## config.mk

```make
export PLATFORM = sky130hd
export DESIGN_NAME = relay_seq_ctrl
export DESIGN_NICKNAME = d
export VERILOG_FILES = /design/src/rtl/relay_seq_pkg.sv /design/src/rtl/relay_word_map.sv /design/src/rtl/ser_shift_engine.sv /design/src/rtl/step_timer.sv /design/src/rtl/relay_seq_ctrl.sv
export SDC_FILE = /design/constraint.sdc
export NUM_CORES = 1
export LEC_CHECK = 0
export BUFFER_PORTS_ARGS = -buffer_cell sky130_fd_sc_hd__buf_2
export CORE_MARGIN = 2
export CORE_UTILIZATION = 46
export CTS_CLUSTER_SIZE = 24
export DETAILED_ROUTE_END_ITERATION = 7
export HOLD_SLACK_MARGIN = 0.1
export PLACE_DENSITY = 0.67
export SLEW_MARGIN = 10
export SYNTH_ARGS = -nofsm -noshare
export SYNTH_HDL_FRONTEND = slang
export SYNTH_SLANG_ARGS = --single-unit
export TNS_END_PERCENT = 50
```

## constraint.sdc

```tcl
create_clock -name clk -period 2.2 [get_ports clk]
set_input_delay 0.66 -clock clk [delete_from_list [all_inputs] [get_ports clk]]
set_output_delay 0.66 -clock clk [all_outputs]
set_load 0.005 [all_outputs]
```

## src/rtl/relay_seq_pkg.sv

```systemverilog
package relay_seq_pkg;

    // Sequencer states
    typedef enum logic [2:0] {
        ST_IDLE,
        ST_LOAD,
        ST_SHIFT,
        ST_STROBE,
        ST_GAP,
        ST_AUX
    } seq_state_e;

    // Coupling code that selects the 50 ohm termination
    localparam logic [1:0] COUP_TERM = 2'b11;
    // Coupling code that selects AC coupling
    localparam logic [1:0] COUP_AC   = 2'b01;
    // Coupling code used when overload forces the high-impedance path
    localparam logic [1:0] COUP_HIZ  = 2'b00;

endpackage

```

## src/rtl/relay_word_map.sv

```systemverilog
module relay_word_map #(
    parameter int NUM_CH        = 2,
    parameter int RELAYS_PER_CH = 4,
    localparam int NUM_RELAYS   = NUM_CH * RELAYS_PER_CH,
    localparam int WORD_W       = 2 * NUM_RELAYS,
    localparam int IDX_W        = $clog2(NUM_RELAYS)
) (
    input  logic [2*NUM_CH-1:0] atten,
    input  logic [2*NUM_CH-1:0] coup,
    input  logic [IDX_W-1:0]    idx,
    output logic [WORD_W-1:0]   word
);
    import relay_seq_pkg::*;

    // One position bit per relay: which of its two coils gets energised
    logic [NUM_RELAYS-1:0] pos_vec;

    for (genvar ch = 0; ch < NUM_CH; ch++) begin : g_ch
        logic [1:0] c_code;
        logic [1:0] a_code;
        assign c_code = coup[2*ch +: 2];
        assign a_code = atten[2*ch +: 2];
        for (genvar k = 0; k < RELAYS_PER_CH; k++) begin : g_rly
            if (k == 0) begin : g_term
                assign pos_vec[ch*RELAYS_PER_CH + k] = (c_code == COUP_TERM);
            end else if (k == 1) begin : g_acdc
                assign pos_vec[ch*RELAYS_PER_CH + k] = (c_code == COUP_AC);
            end else if (k == 2) begin : g_att_lo
                assign pos_vec[ch*RELAYS_PER_CH + k] = a_code[0];
            end else begin : g_att_hi
                assign pos_vec[ch*RELAYS_PER_CH + k] = a_code[1];
            end
        end
    end

    // Contact index is 2*relay + position
    assign word = WORD_W'(1) << {idx, pos_vec[idx]};

endmodule

```

## src/rtl/ser_shift_engine.sv

```systemverilog
module ser_shift_engine #(
    parameter int WORD_W = 16,
    localparam int CNT_W = $clog2(WORD_W)
) (
    input  logic              clk,
    input  logic              rst_n,
    input  logic              start,
    input  logic [WORD_W-1:0] word,
    output logic              sdata,
    output logic              sclk,
    output logic              latch
);
    typedef struct packed {
        logic [WORD_W-1:0] sh;
        logic [CNT_W-1:0]  cnt;
        logic              active;
        logic              latch;
        logic              sclk;
        logic              sdata;
    } eng_t;

    eng_t q, d;

    always_comb begin
        d = q;
        if (q.active) begin
            if (!q.sclk) begin
                d.sclk = 1'b1;
            end else if (q.cnt == CNT_W'(WORD_W - 1)) begin
                d.active = 1'b0;
                d.sclk   = 1'b0;
                d.sdata  = 1'b0;
                d.latch  = 1'b1;
            end else begin
                d.sclk  = 1'b0;
                d.cnt   = q.cnt + 1'b1;
                d.sdata = q.sh[WORD_W-2];
                d.sh    = q.sh << 1;
            end
        end else if (q.latch) begin
            d.latch = 1'b0;
        end else if (start) begin
            d.active = 1'b1;
            d.sh     = word;
            d.sdata  = word[WORD_W-1];
            d.sclk   = 1'b0;
            d.cnt    = '0;
        end
    end

    always_ff @(posedge clk or negedge rst_n) begin
        if (!rst_n) q <= '0;
        else        q <= d;
    end

    assign sdata = q.sdata;
    assign sclk  = q.sclk;
    assign latch = q.latch;

endmodule

```

## src/rtl/step_timer.sv

```systemverilog
module step_timer #(
    parameter int LEN   = 16,
    localparam int CNT_W = $clog2(LEN + 1)
) (
    input  logic clk,
    input  logic rst_n,
    input  logic start,
    output logic fire
);
    typedef struct packed {
        logic [CNT_W-1:0] cnt;
        logic             run;
    } tmr_t;

    tmr_t q, d;

    always_comb begin
        d = q;
        if (start) begin
            d.run = 1'b1;
            d.cnt = CNT_W'(LEN - 1);
        end else if (q.run) begin
            if (q.cnt == '0) d.run = 1'b0;
            else             d.cnt = q.cnt - 1'b1;
        end
    end

    always_ff @(posedge clk or negedge rst_n) begin
        if (!rst_n) q <= '0;
        else        q <= d;
    end

    // High during the last clock of the programmed window
    assign fire = q.run && (q.cnt == '0);

endmodule

```

## src/rtl/relay_seq_ctrl.sv

```systemverilog
module relay_seq_ctrl #(
    parameter int NUM_CH        = 2,
    parameter int RELAYS_PER_CH = 4,
    parameter int STROBE_LEN    = 16,
    parameter int AUX_W         = 10
) (
    input  logic                clk,
    input  logic                rst_n,
    input  logic [2*NUM_CH-1:0] cfg_atten,
    input  logic [2*NUM_CH-1:0] cfg_coup,
    input  logic [NUM_CH-1:0]   ovld,
    input  logic [AUX_W-1:0]    aux_cfg,
    input  logic                load_req,
    output logic                load_ack,
    output logic                ser_data,
    output logic                ser_clk,
    output logic                reg_latch,
    output logic                relay_strobe,
    output logic                busy
);
    import relay_seq_pkg::*;

    localparam int NUM_RELAYS = NUM_CH * RELAYS_PER_CH;
    localparam int WORD_W     = 2 * NUM_RELAYS;
    localparam int IDX_W      = $clog2(NUM_RELAYS);
    localparam int AT_W       = 2 * NUM_CH;
    localparam int CFG_W      = 2 * AT_W;
    localparam int AUX_MAIN   = AUX_W - 2;
    localparam logic [IDX_W-1:0] LAST_IDX = IDX_W'(NUM_RELAYS - 1);

    typedef struct packed {
        seq_state_e        st;
        logic [IDX_W-1:0]  ridx;
        logic              pend;
        logic [CFG_W-1:0]  applied;
        logic [WORD_W-1:0] auxw;
        logic              strobe;
        logic              busy;
        logic              ack;
    } ctl_t;

    ctl_t q, d;

    // Effective request after overload forcing
    logic [AT_W-1:0]   eff_coup;
    logic [CFG_W-1:0]  eff_cfg;
    logic [WORD_W-1:0] aux_word;

    for (genvar ch = 0; ch < NUM_CH; ch++) begin : g_force
        assign eff_coup[2*ch +: 2] =
            (ovld[ch] && (cfg_coup[2*ch +: 2] == COUP_TERM)) ? COUP_HIZ : cfg_coup[2*ch +: 2];
    end

    assign eff_cfg = {eff_coup, cfg_atten};

    always_comb begin
        aux_word = '0;
        aux_word[WORD_W-1 -: AUX_MAIN] = aux_cfg[AUX_MAIN-1:0];
        aux_word[1:0]                  = aux_cfg[AUX_W-1:AUX_MAIN];
    end

    // Word selection for the engine
    logic [IDX_W-1:0]  map_idx;
    logic [WORD_W-1:0] map_word;
    logic [WORD_W-1:0] eng_word;
    logic              eng_start;
    logic              eng_latch;
    logic              tmr_start;
    logic              tmr_fire;

    assign map_idx  = (q.st == ST_LOAD) ? '0 : q.ridx + 1'b1;
    assign eng_word = (q.st == ST_GAP && q.ridx == LAST_IDX) ? q.auxw : map_word;

    relay_word_map #(
        .NUM_CH        (NUM_CH),
        .RELAYS_PER_CH (RELAYS_PER_CH)
    ) u_map (
        .atten (q.applied[AT_W-1:0]),
        .coup  (q.applied[CFG_W-1:AT_W]),
        .idx   (map_idx),
        .word  (map_word)
    );

    ser_shift_engine #(
        .WORD_W (WORD_W)
    ) u_eng (
        .clk   (clk),
        .rst_n (rst_n),
        .start (eng_start),
        .word  (eng_word),
        .sdata (ser_data),
        .sclk  (ser_clk),
        .latch (eng_latch)
    );

    step_timer #(
        .LEN (STROBE_LEN)
    ) u_tmr (
        .clk   (clk),
        .rst_n (rst_n),
        .start (tmr_start),
        .fire  (tmr_fire)
    );

    always_comb begin
        d         = q;
        d.ack     = load_req;
        eng_start = 1'b0;
        tmr_start = 1'b0;

        if (load_req && q.st != ST_IDLE) d.pend = 1'b1;

        unique case (q.st)
            ST_IDLE: begin
                if (load_req || q.pend || (eff_cfg != q.applied)) begin
                    d.st      = ST_LOAD;
                    d.applied = eff_cfg;
                    d.auxw    = aux_word;
                    d.pend    = 1'b0;
                end
            end
            ST_LOAD: begin
                eng_start = 1'b1;
                d.ridx    = '0;
                d.busy    = 1'b1;
                d.st      = ST_SHIFT;
            end
            ST_SHIFT: begin
                if (eng_latch) begin
                    d.st      = ST_STROBE;
                    d.strobe  = 1'b1;
                    tmr_start = 1'b1;
                end
            end
            ST_STROBE: begin
                if (tmr_fire) begin
                    d.strobe  = 1'b0;
                    d.st      = ST_GAP;
                    tmr_start = 1'b1;
                end
            end
            ST_GAP: begin
                if (tmr_fire) begin
                    eng_start = 1'b1;
                    if (q.ridx == LAST_IDX) begin
                        d.st = ST_AUX;
                    end else begin
                        d.ridx = q.ridx + 1'b1;
                        d.st   = ST_SHIFT;
                    end
                end
            end
            ST_AUX: begin
                if (eng_latch) begin
                    d.st   = ST_IDLE;
                    d.busy = 1'b0;
                end
            end
            default: d.st = ST_IDLE;
        endcase
    end

    always_ff @(posedge clk or negedge rst_n) begin
        if (!rst_n) q <= '0;
        else        q <= d;
    end

    assign reg_latch    = eng_latch;
    assign relay_strobe = q.strobe;
    assign busy         = q.busy;
    assign load_ack     = q.ack;

endmodule

```

==> metrics.cfg <==
[power_and_ir_drop]
p_seq_share_pct=33.5
p_int_uw=3370
p_clk_share_pct=19.9
p_comb_share_pct=46.6
powerDensity_nw_per_um2=1450
total_leakage_power_uw=0.00163
p_sw_uw=2240
peakVddDrop_uv=670
swShare_pct=39.9

[sta]
period_minus_slack_ps=2100
setup_tns_ps=0
setup_violations=0
slew_viol_final=0
worstMarginPinSlew_ps=571
setup_ws_ps=97.2
finClkSkew_ps=13.6
fmax_ghz=0.476
hold_violations=0
finalCritPeriodShare_pct=95.6
grt_setup_unrepaired=false
slew_headroom_pct=61.9
fin_hold_ws_ps=293

[yosys]
synth_edf_count=0
synth_xor_xnor_area_share_pct=3.53
ys_seq_area_share_pct=44.2
synthDistinctLibCells=73
synth_ff_type=dfrtp_1
avgSynthCellArea_um2=10.1
synth_fa_ha_area_share_pct=1.94
synth_compound_area_share_pct=20.5
yosysTopAreaCell=dfrtp_1
synth-warning-count=0
synth_top_family_by_area=compound AO/OA/AOI/OAI gates
yosys.area_share.simple_pct=19.0
syn-num-nets=348
yosys.area.top_type_share_pct=44.2
synth_top_cells_by_area=dfrtp_1, nand2_1, mux2_1, mux2_2, nor2_1
ys_seq_elements=57
synthCells=320
synth_area_um2=3230
synthMuxAreaShare_pct=7.52
ys_async_sr_fraction_pct=100

[clock_tree]
postCtsSetupBuffers=0
clock-sinks=57
path_clk_slew_ps=70
numCtsBuffers=9
cts_tree=done
clkLatencyLatePin_ps=350
root_buffer=clkbuf_8
cts_htree_levels=3
hold_buffers=0
cts_buffer_depth=2

[global_routing]
grt_pass1_vias=2621
grt_pass1_wl_um=12600
grt_remaining_overflow=0
grt_use_total_pct=21.3
grt_max_degree=58
antenna_found_initial=0

[placement]
dpl.cell_count=453
dp_hpwl_um=5230
pre_cts_slack_ps=-12.5
port-buffer-count=28
gp_congestion=0.845

[worst_hold_path]
hp-class=in -> async

[setup_path]
rrSetupSlack_ps=100
cp_max_fo=7
r2r_cells=6
crit_path_end_kind=flop
cp-start-kind=flop
rr_endpoint=u_eng.sdata$_DFFE_PN0P_
critical_path_arrival_ps=2330
crit_type=reg -> reg
reg2reg_from=q[29]$_DFFE_PN0P_
required_ps=2430

[detailed_routing]
routedWlPerCell_um=15.5
drtIter0Drc=178
viasPerCell=5.75
antenna_left=0
drt-total-wl_um=7280
firstDrtPassIters=5
vias=2695
drc=0

[run]
cap_violations=0

[floorplan]
ios=29
core-area_um2=6790
initial_core_util_pct=47.5
die_area_um2=7700
die_x_um=87.8
rows=30
die_h_um=87.8

[final_layout]
layout.nets=396
antenna_cells=0
finalNonFillerCells=469
n_fill_cell=619
layout-drive-gt1-share_pct=26.8
area.growth.synth_to_final_pct=19.9

[run_status]
status=finished, final reports clean

[layer usage]
layer  global-route usage [%]  share of wire, %  vias up
li1                         -                 -     1279
met5                        0                 0        -
met1                     28.8                45     1314
met2                     33.1                47       83
met4                     10.2               2.5        0
met3                     4.15               4.9       19
[worst max-delay path by stage]
| stage | start | end | slack [ps] | cells past startpoint |
|---|---|---|---|---|
| 5_1_grt | q[29]$_DFFE_PN0P_ | u_eng.sdata$_DFFE_PN0P_ | 4 | 6 |
| 3_5_place_dp | cfg_coup[2] | q[13]$_DFFE_PN0P_ | -10 | 7 |
| 3_3_place_gp | q[28]$_DFFE_PN0P_ | u_eng.sdata$_DFFE_PN0P_ | 20 | 6 |
| 4_1_cts | q[29]$_DFFE_PN0P_ | u_eng.sdata$_DFFE_PN0P_ | 9 | 6 |
| 6_report | q[29]$_DFFE_PN0P_ | u_eng.sdata$_DFFE_PN0P_ | 100 | 6 |
| 2_1_floorplan | q[28]$_DFFE_PN0P_ | u_eng.sdata$_DFFE_PN0P_ | 100 | 7 |
[power by group through the flow]
stage / clock network, µW / logic, µW / registers (µW)
after floorplan: 0 / 1920 / 1770
after global placement: 0 / 2540 / 1870
after detailed placement: 0 / 2600 / 1890
after CTS: 1140 / 2610 / 1880
after global routing: 1180 / 2910 / 1940
final: 1120 / 2620 / 1880
[worst max-delay path: stages, from the launching register on]
cell	delay, ps
dfrtp_1	410
ha_2	180
ha_2	420
o31ai_1	140
o2bb2ai_4	190
or2_1	300
o311ai_1	340
[per-stage QoR]
| step | total power (µW) | cell area [µm²] | util (%) |
|---|---|---|---|
| after floorplan | 3690 | 3230 | - |
| after global placement | 4410 | 3630 | 53.4 |
| after detailed placement | 4490 | 3630 | 53.4 |
| after CTS | 5630 | 3860 | 56.8 |
| after global routing | 6040 | 3870 | 56.9 |
| final | 5610 | 3870 | 56.9 |
[cell type report]
cell class	count	area [µm²]	share of cell area, %
Multi-Input combinational cell	238	1710	44.1
Sequential cell	57	1430	36.9
Timing Repair Buffer	54	360	9.31
Clock buffer	9	124	3.20
Tap cell	96	120	3.10
Clock inverter	7	101	2.62
Inverter	8	30.0	0.776
[synthesized netlist by cell type, drive strengths merged (4+ instances only)]
cell    count
o21ai      15
nor3        9
a21oi      12
nand3       9
o22ai       4
nor2       21
a222oi      4
inv         8
o211ai      6
dfrtp      57
clkbuf     12
ha          5
xnor2       8
nand2      36
nand2b      6
and3        4
nand4       6
mux2       18
mux2i       4
a21boi      9
o31ai       7
buf         5
xor2        5
[logic make-up (layout without fill, tap and decap cells)]
family,count (synthesis),count (layout)
compound gates,84,84
xor+xnor,13,13
fa+ha+maj,5,5
buf+inv,25,78
flops,57,57
mux,22,22
simple gates,114,114
[registers in the layout, summed over array words and instances (netlist names)]
signal,count
u_tmr.q,6
load_ack,1
u_eng.q,20
u_eng.sdata,1
relay_strobe,1
busy,1
u_eng.latch,1
q,25
u_eng.sclk,1
[layout by cell type (no fill, tap or decap), types with 3 or more instances in the layout]
cell type / instances
xor2_1: 5
o31ai_1: 6
mux2i_1: 4
a21boi_0: 7
o21ai_0: 12
o21ai_1: 3
o22ai_1: 4
xnor2_1: 8
nand4_1: 6
mux2_1: 9
mux2_2: 9
nand2_1: 36
nor3b_1: 3
clkbuf_8: 9
a222oi_1: 4
nor2_1: 19
inv_1: 8
nand2b_1: 6
nor3_1: 7
nor2b_1: 3
and3_1: 4
buf_4: 24
buf_2: 28
nand3_1: 9
a21oi_1: 11
o211ai_1: 5
ha_1: 3
dfrtp_1: 57
[what timing repair did]
item                                    CTS  global route
endpoints found under the setup margin    1             7
cloned                                    0             0
pin swaps                                 0             0
resized for setup                         1             3
Power figures use the tool's default switching activity.
